## src/rtl/pllcfg_pkg.sv

```systemverilog
package pllcfg_pkg;
  localparam int MUL_W  = 8;
  localparam int DIVF_W = 5;
  localparam int BAND_W = 2;
  localparam int WORD_W = 16;
  localparam int LPF_W  = 6;
  localparam int MUL_MAX = (1 << MUL_W) - 1;

  localparam longint BAND3_KBPS = 501000;
  localparam longint BAND2_KBPS = 251000;
  localparam longint BAND1_KBPS = 126000;

  typedef enum logic [2:0] {
    ST_IDLE,
    ST_SRCH,
    ST_MUL,
    ST_RATE,
    ST_LP
  } eng_state_t;
endpackage

```

## src/rtl/pllcfg_seq_udiv.sv

```systemverilog
module pllcfg_seq_udiv #(
  parameter int NW = 40,
  parameter int DW = 32
) (
  input  logic          clk,
  input  logic          rst,
  input  logic          go_i,
  input  logic [NW-1:0] num_i,
  input  logic [DW-1:0] den_i,
  output logic          fin_o,
  output logic [NW-1:0] quo_o,
  output logic [DW-1:0] rem_o
);
  localparam int CW = $clog2(NW + 1);

  logic [NW-1:0] q_r;
  logic [DW-1:0] r_r;
  logic [DW-1:0] den_r;
  logic [CW-1:0] cnt_r;
  logic          run_r;

  logic [DW:0] trial;
  logic        take;
  logic [DW:0] sub;

  always_comb begin
    trial = {r_r, q_r[NW-1]};
    take  = trial >= {1'b0, den_r};
    sub   = trial - {1'b0, den_r};
  end

  always_ff @(posedge clk) begin
    if (rst) begin
      q_r   <= '0;
      r_r   <= '0;
      den_r <= '0;
      cnt_r <= '0;
      run_r <= 1'b0;
      fin_o <= 1'b0;
    end else begin
      fin_o <= 1'b0;
      if (go_i) begin
        q_r   <= num_i;
        r_r   <= '0;
        den_r <= den_i;
        cnt_r <= CW'(NW);
        run_r <= 1'b1;
      end else if (run_r) begin
        q_r   <= {q_r[NW-2:0], take};
        r_r   <= take ? sub[DW-1:0] : trial[DW-1:0];
        cnt_r <= cnt_r - 1'b1;
        if (cnt_r == CW'(1)) begin
          run_r <= 1'b0;
          fin_o <= 1'b1;
        end
      end
    end
  end

  assign quo_o = q_r;
  assign rem_o = r_r;


  rem_below_den_chk: assert property (@(posedge clk) disable iff (rst)
    (fin_o && den_r != '0) |-> (rem_o < den_r));
endmodule

```

## src/rtl/pllcfg_band_sel.sv

```systemverilog
module pllcfg_band_sel
  import pllcfg_pkg::*;
#(
  parameter int NW = 40
) (
  input  logic [NW-1:0]     rate_i,
  output logic [BAND_W-1:0] band_o
);
  localparam logic [NW-1:0] T3 = NW'(BAND3_KBPS);
  localparam logic [NW-1:0] T2 = NW'(BAND2_KBPS);
  localparam logic [NW-1:0] T1 = NW'(BAND1_KBPS);

  always_comb begin
    if (rate_i >= T3)      band_o = 2'd3;
    else if (rate_i >= T2) band_o = 2'd2;
    else if (rate_i >= T1) band_o = 2'd1;
    else                   band_o = 2'd0;
  end
endmodule

```

## src/rtl/pll_cfg_encoder.sv

```systemverilog
module pll_cfg_encoder
  import pllcfg_pkg::*;
#(
  parameter int RATE_W    = 32,
  parameter int FLOOR_KHZ = 5000,
  parameter int DIV_MAX   = 31,
  parameter int LP_KHZ    = 10000
) (
  input  logic              clk,
  input  logic              rst,
  input  logic              start_i,
  input  logic              decode_i,
  input  logic [RATE_W-1:0] lane_kbps_i,
  input  logic [RATE_W-1:0] ref_khz_i,
  input  logic [WORD_W-1:0] word_i,
  output logic              busy_o,
  output logic              done_o,
  output logic [WORD_W-1:0] word_o,
  output logic [RATE_W+MUL_W-1:0] rate_o,
  output logic [LPF_W-1:0]  lp_o,
  output logic              ovf_o
);
  localparam int NW = RATE_W + MUL_W;
  localparam int LP_DEN = LP_KHZ * 8;

  eng_state_t          state_q;
  logic [RATE_W-1:0]   des_q, ref_q;
  logic [WORD_W-1:0]   win_q;
  logic                dec_q;
  logic [DIVF_W-1:0]   dv_q;
  logic [MUL_W-1:0]    ml_q;
  logic                ovf_q;
  logic [NW-1:0]       rate_q;

  logic                go_q;
  logic [NW-1:0]       num_q;
  logic [RATE_W-1:0]   den_q;
  logic                fin;
  logic [NW-1:0]       quo;
  logic [RATE_W-1:0]   rem;

  pllcfg_seq_udiv #(.NW(NW), .DW(RATE_W)) u_div (
    .clk(clk), .rst(rst), .go_i(go_q), .num_i(num_q), .den_i(den_q),
    .fin_o(fin), .quo_o(quo), .rem_o(rem)
  );

  // achieved rate for the band code: zero multiplier gives zero
  logic [NW-1:0]     ach_rate;
  logic [BAND_W-1:0] band;
  assign ach_rate = (ml_q == '0) ? '0 : rate_q;

  pllcfg_band_sel #(.NW(NW)) u_band (.rate_i(ach_rate), .band_o(band));

  // search step: keep growing while ref >= floor*(d+1)
  logic [RATE_W-1:0] step_floor;
  logic              srch_stop;
  assign step_floor = RATE_W'(FLOOR_KHZ * (int'(dv_q) + 1));
  assign srch_stop  = (int'(dv_q) >= DIV_MAX) || (ref_q < step_floor);

  // multiplier ceiling and saturation from divider result
  logic              rem_nz;
  logic              mul_ovf;
  logic [MUL_W-1:0]  mul_sat;
  logic [MUL_W-1:0]  mul_eff;
  assign rem_nz  = (rem != '0);
  assign mul_ovf = (|quo[NW-1:MUL_W]) || (quo[MUL_W-1:0] == MUL_W'(MUL_MAX) && rem_nz);
  assign mul_sat = mul_ovf ? MUL_W'(MUL_MAX) : (quo[MUL_W-1:0] + MUL_W'(rem_nz));
  assign mul_eff = (mul_sat == '0) ? MUL_W'(1) : mul_sat;

  // decode-mode field interpretation
  logic [MUL_W-1:0]  dec_ml;
  logic [DIVF_W-1:0] dec_dv;
  assign dec_ml = (word_i[MUL_W-1:0] == '0) ? MUL_W'(1) : word_i[MUL_W-1:0];
  assign dec_dv = (word_i[MUL_W+DIVF_W-1:MUL_W] == '0) ? DIVF_W'(1)
                                                       : word_i[MUL_W+DIVF_W-1:MUL_W];

  logic [LPF_W-1:0] lp_next;
  assign lp_next = quo[LPF_W-1:0] + LPF_W'(rem_nz) - LPF_W'(1);

  always_ff @(posedge clk) begin
    if (rst) begin
      state_q <= ST_IDLE;
      des_q   <= '0;
      ref_q   <= '0;
      win_q   <= '0;
      dec_q   <= 1'b0;
      dv_q    <= '0;
      ml_q    <= '0;
      ovf_q   <= 1'b0;
      rate_q  <= '0;
      go_q    <= 1'b0;
      num_q   <= '0;
      den_q   <= '0;
      done_o  <= 1'b0;
      word_o  <= '0;
      rate_o  <= '0;
      lp_o    <= '0;
      ovf_o   <= 1'b0;
    end else begin
      go_q   <= 1'b0;
      done_o <= 1'b0;
      unique case (state_q)
        ST_IDLE: begin
          if (start_i) begin
            des_q <= lane_kbps_i;
            ref_q <= ref_khz_i;
            win_q <= word_i;
            dec_q <= decode_i;
            ovf_q <= 1'b0;
            if (decode_i) begin
              dv_q    <= dec_dv;
              ml_q    <= word_i[MUL_W-1:0];
              go_q    <= 1'b1;
              num_q   <= NW'(ref_khz_i) * NW'(dec_ml);
              den_q   <= RATE_W'(dec_dv);
              state_q <= ST_RATE;
            end else begin
              dv_q    <= DIVF_W'(1);
              state_q <= ST_SRCH;
            end
          end
        end
        ST_SRCH: begin
          if (srch_stop) begin
            go_q    <= 1'b1;
            num_q   <= NW'(des_q) * NW'(dv_q);
            den_q   <= ref_q;
            state_q <= ST_MUL;
          end else begin
            dv_q <= dv_q + 1'b1;
          end
        end
        ST_MUL: begin
          if (fin) begin
            ml_q    <= mul_sat;
            ovf_q   <= mul_ovf;
            go_q    <= 1'b1;
            num_q   <= NW'(ref_q) * NW'(mul_eff);
            den_q   <= RATE_W'(dv_q);
            state_q <= ST_RATE;
          end
        end
        ST_RATE: begin
          if (fin) begin
            rate_q  <= quo;
            go_q    <= 1'b1;
            num_q   <= quo;
            den_q   <= RATE_W'(LP_DEN);
            state_q <= ST_LP;
          end
        end
        ST_LP: begin
          if (fin) begin
            word_o  <= dec_q ? win_q : {band, 1'b0, dv_q, ml_q};
            rate_o  <= rate_q;
            lp_o    <= lp_next;
            ovf_o   <= ovf_q;
            done_o  <= 1'b1;
            state_q <= ST_IDLE;
          end
        end
        default: state_q <= ST_IDLE;
      endcase
    end
  end

  assign busy_o = (state_q != ST_IDLE);


  done_single_chk: assert property (@(posedge clk) disable iff (rst)
    done_o |=> !done_o);


  ovf_saturates_chk: assert property (@(posedge clk) disable iff (rst)
    ovf_o |-> (word_o[MUL_W-1:0] == MUL_W'(MUL_MAX)));


  div_field_nonzero_chk: assert property (@(posedge clk) disable iff (rst)
    (done_o && !dec_q) |-> (word_o[MUL_W+DIVF_W-1:MUL_W] != '0));


  idle_hold_chk: assert property (@(posedge clk) disable iff (rst)
    (!busy_o && !start_i) |=> ($stable(word_o) && $stable(rate_o) && $stable(lp_o) && $stable(ovf_o)));
endmodule

```

## config.mk

```make
export PLATFORM = sky130hd
export DESIGN_NAME = pll_cfg_encoder
export DESIGN_NICKNAME = d
export VERILOG_FILES = /design/src/rtl/pllcfg_pkg.sv /design/src/rtl/pllcfg_seq_udiv.sv /design/src/rtl/pllcfg_band_sel.sv /design/src/rtl/pll_cfg_encoder.sv
export SDC_FILE = /design/constraint.sdc
export NUM_CORES = 2
export LEC_CHECK = 0
export BUFFER_PORTS_ARGS = -buffer_cell sky130_fd_sc_hd__buf_2
export CAP_MARGIN = 10
export CORE_UTILIZATION = 60
export CTS_CLUSTER_DIAMETER = 200
export DETAILED_ROUTE_END_ITERATION = 6
export PLACE_DENSITY = 0.75
export SYNTH_ARGS = -nofsm -noshare
export SYNTH_HDL_FRONTEND = slang
export SYNTH_HIERARCHICAL = 1
export SYNTH_SLANG_ARGS = --single-unit
```

## constraint.sdc

```tcl
create_clock -name clk -period 7.6 [get_ports clk]
set_input_delay 0.76 -clock clk [delete_from_list [all_inputs] [get_ports clk]]
set_output_delay 0.76 -clock clk [all_outputs]
set_load 0.01 [all_outputs]
```

# After elaboration in Yosys (flattened, before gate mapping)

Index checks and enable logic that the tools add are counted.

Bitwise gates (word level): 2
Add/subtract/negate cells: 7
Magnitude comparators: 6
Reduce and logical (&&, ||, !) cells: 27
Eq/ne operators: 13
Multiply operators: 4
Muxes and demuxes: 53

Operators with widths:

| kind                  | number |
|---|---|
| $mux 40               | 8 |
| $mux 32               | 6 |
| $pmux 40 s4           | 1 |
| $pmux 32 s4           | 1 |
| $mul 32x8->40         | 2 |
| $mux 8                | 6 |
| $ge 40x17->1 const B  | 1 |
| $ge 40x18->1 const B  | 1 |
| $ge 40x19->1 const B  | 1 |
| $mul 32x5->37         | 1 |
| $ge 33x32->1          | 1 |
| $lt 32x19->1          | 1 |
| $reduce_bool 32->1    | 1 |
| $reduce_or 32->1      | 1 |
| $sub 32x32->32        | 1 |
| $logic_not 8->1       | 3 |
| $mux 5                | 4 |
| $mul 10x6->16 const A | 1 |
| $mux 16               | 1 |
| $pmux 8 s2            | 1 |
| $mux 3                | 5 |
| $pmux 3 s5            | 1 |
| $mux 6                | 2 |
| $sub 6x1->6 const B   | 2 |
| other kinds (32)      | 59 |

Input bits: 84
Bits in registers: 387
Output and inout bits: 65

# Logic depth before layout (Yosys ltp)

Depth after elaboration: 9
Depth in mapped cells: 30

# Modules after synthesis

The synthesis kept the hierarchy.

By module, submodules not included:

| module          | sequential area each (um^2) | times used | area an instance (um^2) | cells each |
|---|---|---|---|---|
| pll_cfg_encoder | 5505.3                      | 1          | 33480.9                 | 4132 |
| pllcfg_seq_udiv | 2242.2                      | 1          | 6831.6                  | 827 |
| pllcfg_band_sel | 0.0                         | 1          | 235.2                   | 36 |

# Least setup slack after synthesis

No wires, ideal clock.

Kind: flip-flop to flip-flop
Start: register u_div.r_r[6], in the netlist u_div/rem_o[6]
End: register num_q[39]
Arrival: 6392 ps
Clock period less this slack: 6527 ps
Cell stages (with the launch flop): 29
Setup slack: 1073 ps
Setup time: 134 ps
Path through: dfxtp_1 nor4_1 nand4_1 nor2_2 inv_1 ha_1 ha_1 nand2_1 xor2_1 nand2b_1 clkbuf_1 nand2_1 fa_1 fa_1 inv_1 fa_1 inv_1 fa_1 inv_1 ha_1 o211ai_1 o211ai_1 a31oi_1 o21ai_0 a21oi_1 o21ai_0 mux2i_1 a2111oi_0 a211oi_1

Longest elaborated chain between the ends: 9
Elaborated cells between the ends (all ways): 10
Those cells by class: 1 x add/sub; 1 x mul; 4 x mux; 4 x reduce/logical

RTL lines:

| what                                                                | RTL line               | RTL |
|---|---|---|
| start: declaration                                                  | pllcfg_seq_udiv.sv:17  | `logic [DW-1:0] r_r;` |
| start signal: assignment                                            | pllcfg_seq_udiv.sv:50  | `r_r <= take ? sub[DW-1:0] : trial[DW-1:0];` |
| $reduce_bool 32->1 (*)                                              | pll_cfg_encoder.sv:65  | `assign rem_nz = (rem != '0);` |
| parallel branches: the longest is 2 deep, another holds $add 8x1->8 | n/a                    |  |
| $mux 8 (*)                                                          | pll_cfg_encoder.sv:67  | `assign mul_sat = mul_ovf ? MUL_W'(MUL_MAX) : (quo[MUL_W-1:0] + MUL_W'(rem_nz));` |
| $logic_not 8->1                                                     | pll_cfg_encoder.sv:68  | `assign mul_eff = (mul_sat == '0) ? MUL_W'(1) : mul_sat;` |
| $mux 8 (*)                                                          | pll_cfg_encoder.sv:68  |  |
| $mul 32x8->40 (*)                                                   | pll_cfg_encoder.sv:138 | `num_q <= NW'(ref_q) * NW'(mul_eff);` |
| $mux 40 (*)                                                         | pll_cfg_encoder.sv:134 | `if (fin) begin` |
| $pmux 40 s4 (*)                                                     | pll_cfg_encoder.sv:102 | `unique case (state_q)` |
| end signal: assignment                                              | pll_cfg_encoder.sv:114 | `num_q <= NW'(ref_khz_i) * NW'(dec_ml);` |
| end signal: assignment                                              | pll_cfg_encoder.sv:138 |  |
| end signal: assignment                                              | pll_cfg_encoder.sv:147 | `num_q <= quo;` |
| end: declaration                                                    | pll_cfg_encoder.sv:36  | `logic [NW-1:0] num_q;` |

Mark *: on every way between the ends. The select of a mux whose other input is x is not followed.
A chain may end at the register's enable or synchronous reset.

# Worst setup path after layout

Start: register u_div.r_r[23], in the netlist u_div/rem_o[23]
End: register num_q[39]

Same word-level chain as after synthesis.

==> results.txt <==
----------------------------------------------------
[Setup path]
  CP max stage delay ... 0.54 ns
  Reg2Reg Depth ... 27
  Startpoint Class ... flop
  CP required ... ~8.0 ns
  Maximum fanout along the worst path ... 28
  Cell at the slowest stage of the critical path ... sky130_fd_sc_hd__fa_1
  Worst path most repeated cell ... sky130_fd_sc_hd__fa_1
  Critical R2R Capture ... num_q[39]
  CP arrival ... about 7.7 ns
  Category of the most critical setup path ... flop to flop
  Flop2flop setup slack ... between 0.3 and 0.4 ns
  Element type at the critical path end ... flop
  Critical R2R Launch ... u_div/rem_o[23]

[Status]
  Failing checks ... design-rule violations
  Outcome ... finished, violations left

[Power and ir drop]
  Static leakage power ... 19.7 nW
  Maximum resistive drop on vdd ... 0.000318 V
  Power per cell area ... ~350 nW/µm²

[Finish]
  Filler instances ... 5800
  Nets ... 5753
  Share of the core filled with cells ... between 60% and 70%
  Final standard cell count with taps included and fillers excluded ... 5870
  Layout cells sized above 1 ... 7.77%
  Area growth from synthesis to final layout ... 7.27%

[STA]
  Maximum clock frequency ... 138 MHz
  Final setup violation count ... 0
  Setup skew after layout ... 0.0253 ns
  Time the final worst path needs with I/O delays and setup ... 7.23 ns
  Final Hold Vio Count ... 0
  Max-slew headroom ... 25.5%
  Final Max Tran Viols ... 0
  Setup TNS ... 0 ns
  Slew of the pin with the lowest slew margin ... 1.12 ns
  Worst hold margin ... 0.397 ns
  Share of the clock period used by the worst path after layout ... 95.1%

[Route]
  Length of the first detailed-routing pass in iterations ... 7
  Drt first-iter violations ... approximately 3.1k
  Length of routed met2 wiring ... 55200 µm
  Met1 WL ... 48000 µm
  Met3 layer wire length in the routed design ... just over 9000 µm
  Via density per instance ... 6.06
  Routed length per instance ... 20.3 µm
  Vias after detailed routing ... 35.6k
  Post-route antenna net violation count ... 0
  Highest metal layer with signal wires ... met5
  DRC Markers ... 21
  Total Wirelength ... 119000 µm

[Synth]
  Synthesized flop and latch total ... about 390
  Top flip-flop cell by instance count after synthesis ... sky130_fd_sc_hd__dfxtp_1
  Number of synthesized flops with an enable pin ... 0
  Number of distinct library cells after synthesis ... 100
  Fraction of the yosys area taken by sequential cells ... between 10% and 20%
  Fraction of synthesized cell area taken by the top area cell type ... 22.5%
  Cell Area, Synth ... 40500 µm²
  Gate count of the mapped netlist ... 4995
  Net count after synthesis ... 5778
  Mean post-synth cell area ... 8.12 µm²
  Post-synth top cells ... sky130_fd_sc_hd__nand2_1 (830), sky130_fd_sc_hd__inv_1 (459), sky130_fd_sc_hd__fa_1 (456)
  Biggest area contributors in the synthesized netlist ... sky130_fd_sc_hd__fa_1 (23%), sky130_fd_sc_hd__dfxtp_1 (19%), sky130_fd_sc_hd__nand2_1 (7.7%)
  Cell type contributing the most total cell area after synthesis ... sky130_fd_sc_hd__fa_1
  Fraction of synthesis flops using an asynchronous set or reset pin ... 0%
  Most used standard cell by instance count after synthesis ... sky130_fd_sc_hd__nand2_1
  Warnings, synthesis ... 6

[Clocking]
  Clock H-tree levels ... 2
  CTS tree ... yes
  Register clock-pin slew on the reported worst setup and hold paths ... 0.07 ns
  Sink Count ... a little under 400
  Clock latency on the worst-skew pair ... around 0.6 ns
  Max Root-Sink Buffers ... 3
  Total clock buffers created by CTS ... 46
  Clock root buffer master ... sky130_fd_sc_hd__clkbuf_16

[Min path]
  Path type of the worst min-delay path ... primary input to flop
  Min-Delay Endpoint ... des_q[18]
  Worst Min Path Start ... lane_kbps_i[18]
  Hold depth ... 3

[GRT]
  Total global routing overflow ... 0
  Largest net degree at the start of global routing ... 100
  Initial antenna violation count ... 4
  Number of global-route vias before repair ... 35.1k
  Total routing usage reported by global routing ... roughly 35%
  Global-route wire length before repair ... 191000 µm

[Placed design]
  Detailed Place HPWL ... 91400 µm
  Number of input and output port buffers inserted ... 148
  Placed cell count ... around 5.8k
  GP Congestion ... 0.983

[Floorplanning]
  DIE AREA ... 68600 µm²
  Die Span X ... 262 µm
  Effective utilization at floorplan ... 61.1%
  # IOs ... 149
  Placement Rows ... 94
  Core ar. ... around 66000 µm²
  Die boundary height ... between 200 and 300 µm

[Run]
  Max Cap Violations ... 0

----------------------------------------------------
-- cell usage in the layout, fill, tap and decap left out, types with 16 or more instances in the layout --
cell                        count
sky130_fd_sc_hd__nand2_1      830
sky130_fd_sc_hd__inv_1        459
sky130_fd_sc_hd__fa_1         456
sky130_fd_sc_hd__and2_1       428
sky130_fd_sc_hd__a21oi_1      406
sky130_fd_sc_hd__dfxtp_1      385
sky130_fd_sc_hd__nor2_1       319
sky130_fd_sc_hd__ha_1         243
sky130_fd_sc_hd__buf_2        147
sky130_fd_sc_hd__o21ai_0      128
sky130_fd_sc_hd__mux2i_1      108
sky130_fd_sc_hd__buf_4         81
sky130_fd_sc_hd__nand3_1       76
sky130_fd_sc_hd__xor2_1        66
sky130_fd_sc_hd__a21o_1        66
sky130_fd_sc_hd__xnor2_1       61
sky130_fd_sc_hd__a211oi_1      61
sky130_fd_sc_hd__nor2b_1       49
sky130_fd_sc_hd__clkbuf_16     47
sky130_fd_sc_hd__a31oi_1       43
sky130_fd_sc_hd__nor3_1        40
sky130_fd_sc_hd__o211ai_1      35
sky130_fd_sc_hd__nand4_1       33
sky130_fd_sc_hd__nor4_1        31
sky130_fd_sc_hd__o21a_1        26
sky130_fd_sc_hd__a22oi_1       20
sky130_fd_sc_hd__and3_1        16
sky130_fd_sc_hd__o21bai_1      16
sky130_fd_sc_hd__a311oi_1      16
-- worst max-delay path, delay by kind of cell (launching register included) --
| family | cells | cell delay [ns] |
|---|---|---|
| flops | 1 | 0.35 |
| fa+ha+maj | 6 | 2.60 |
| simple gates | 7 | 1.79 |
| mux | 1 | 0.13 |
| compound gates | 8 | 1.64 |
| buf+inv | 5 | 0.53 |
-- cells by family (layout without fill, tap and decap cells) --
group           Yosys count  in the layout  synth area share [%]
mux                     112            112                  2.78
simple gates           1922           1922                  22.5
flops                   387            387                  19.1
xor+xnor                127            127                  2.74
buf+inv                 768            778                  7.29
other cells               0              1                     0
fa+ha+maj               699            699                  30.0
compound gates          980            980                  15.5
-- stage by stage --
| step | worst slack, ns | area, µm² | power (mW) |
|---|---|---|---|
| global placement | 0.252 | 41900 | 12.8 |
| floorplan | 1.07 | 40500 | 9.88 |
| global route | -0.0177 | 43500 | 16.5 |
| CTS | 0.161 | 43500 | 15.2 |
| detailed placement | 0.192 | 41900 | 12.9 |
| finish | 0.373 | 43500 | 15.3 |
-- metal layers --
layer  up-vias  global-route usage [%]
met3       318                    6.39
li1      16500                       -
met5         -                       0
met1     17400                    44.9
met2      1345                    57.5
met4         4                    18.9
-- sequential cells by signal, summed over array words and instances, names as in the netlist, 3 cells and up --
name,count
win_q,16
word_o,16
num_q,40
u_div/rem_o,32
dv_q,5
u_div/cnt_r,6
u_div/den_r,32
den_q,32
ref_q,32
lp_o,6
u_div/quo_o,40
des_q,32
ml_q,8
rate_q,40
state_q,3
rate_o,40
-- area by class of cell --
cell class,count,area (µm²),area share [%]
antenna,1,2.50,0.00575
inverter,460,1730,3.97
timing repair buffer,235,1480,3.40
clock inverter,22,236,0.544
multi-input combinational,3840,29900,68.8
tap,864,1080,2.49
clock buffer,61,1290,2.96
sequential,387,7750,17.8
-- worst max-delay path by stage --
stage	from	end	slack, ns
floorplan	u_div/rem_o[6]	num_q[39]	1.07
global placement	u_div/rem_o[14]	num_q[39]	0.25
detailed placement	u_div/rem_o[14]	num_q[39]	0.19
CTS	u_div/rem_o[14]	num_q[39]	0.16
global route	u_div/rem_o[14]	num_q[39]	-0.02
finish	u_div/rem_o[23]	num_q[39]	0.37
-- report_power, final --
group | switching, mW | internal (mW) | total (mW)
Clock | 0.948 | 1.30 | 2.25
Combinational | 6.74 | 3.85 | 10.6
Sequential | 0.267 | 2.22 | 2.49
-- what timing repair did --
action                                  4_1_cts  5_1_grt
gates resized for setup                       0        9
buffers inserted                              0        0
hold buffers                                  0        0
endpoints found under the setup margin        0        9
No activity file was read; power rests on OpenSTA's default activity.
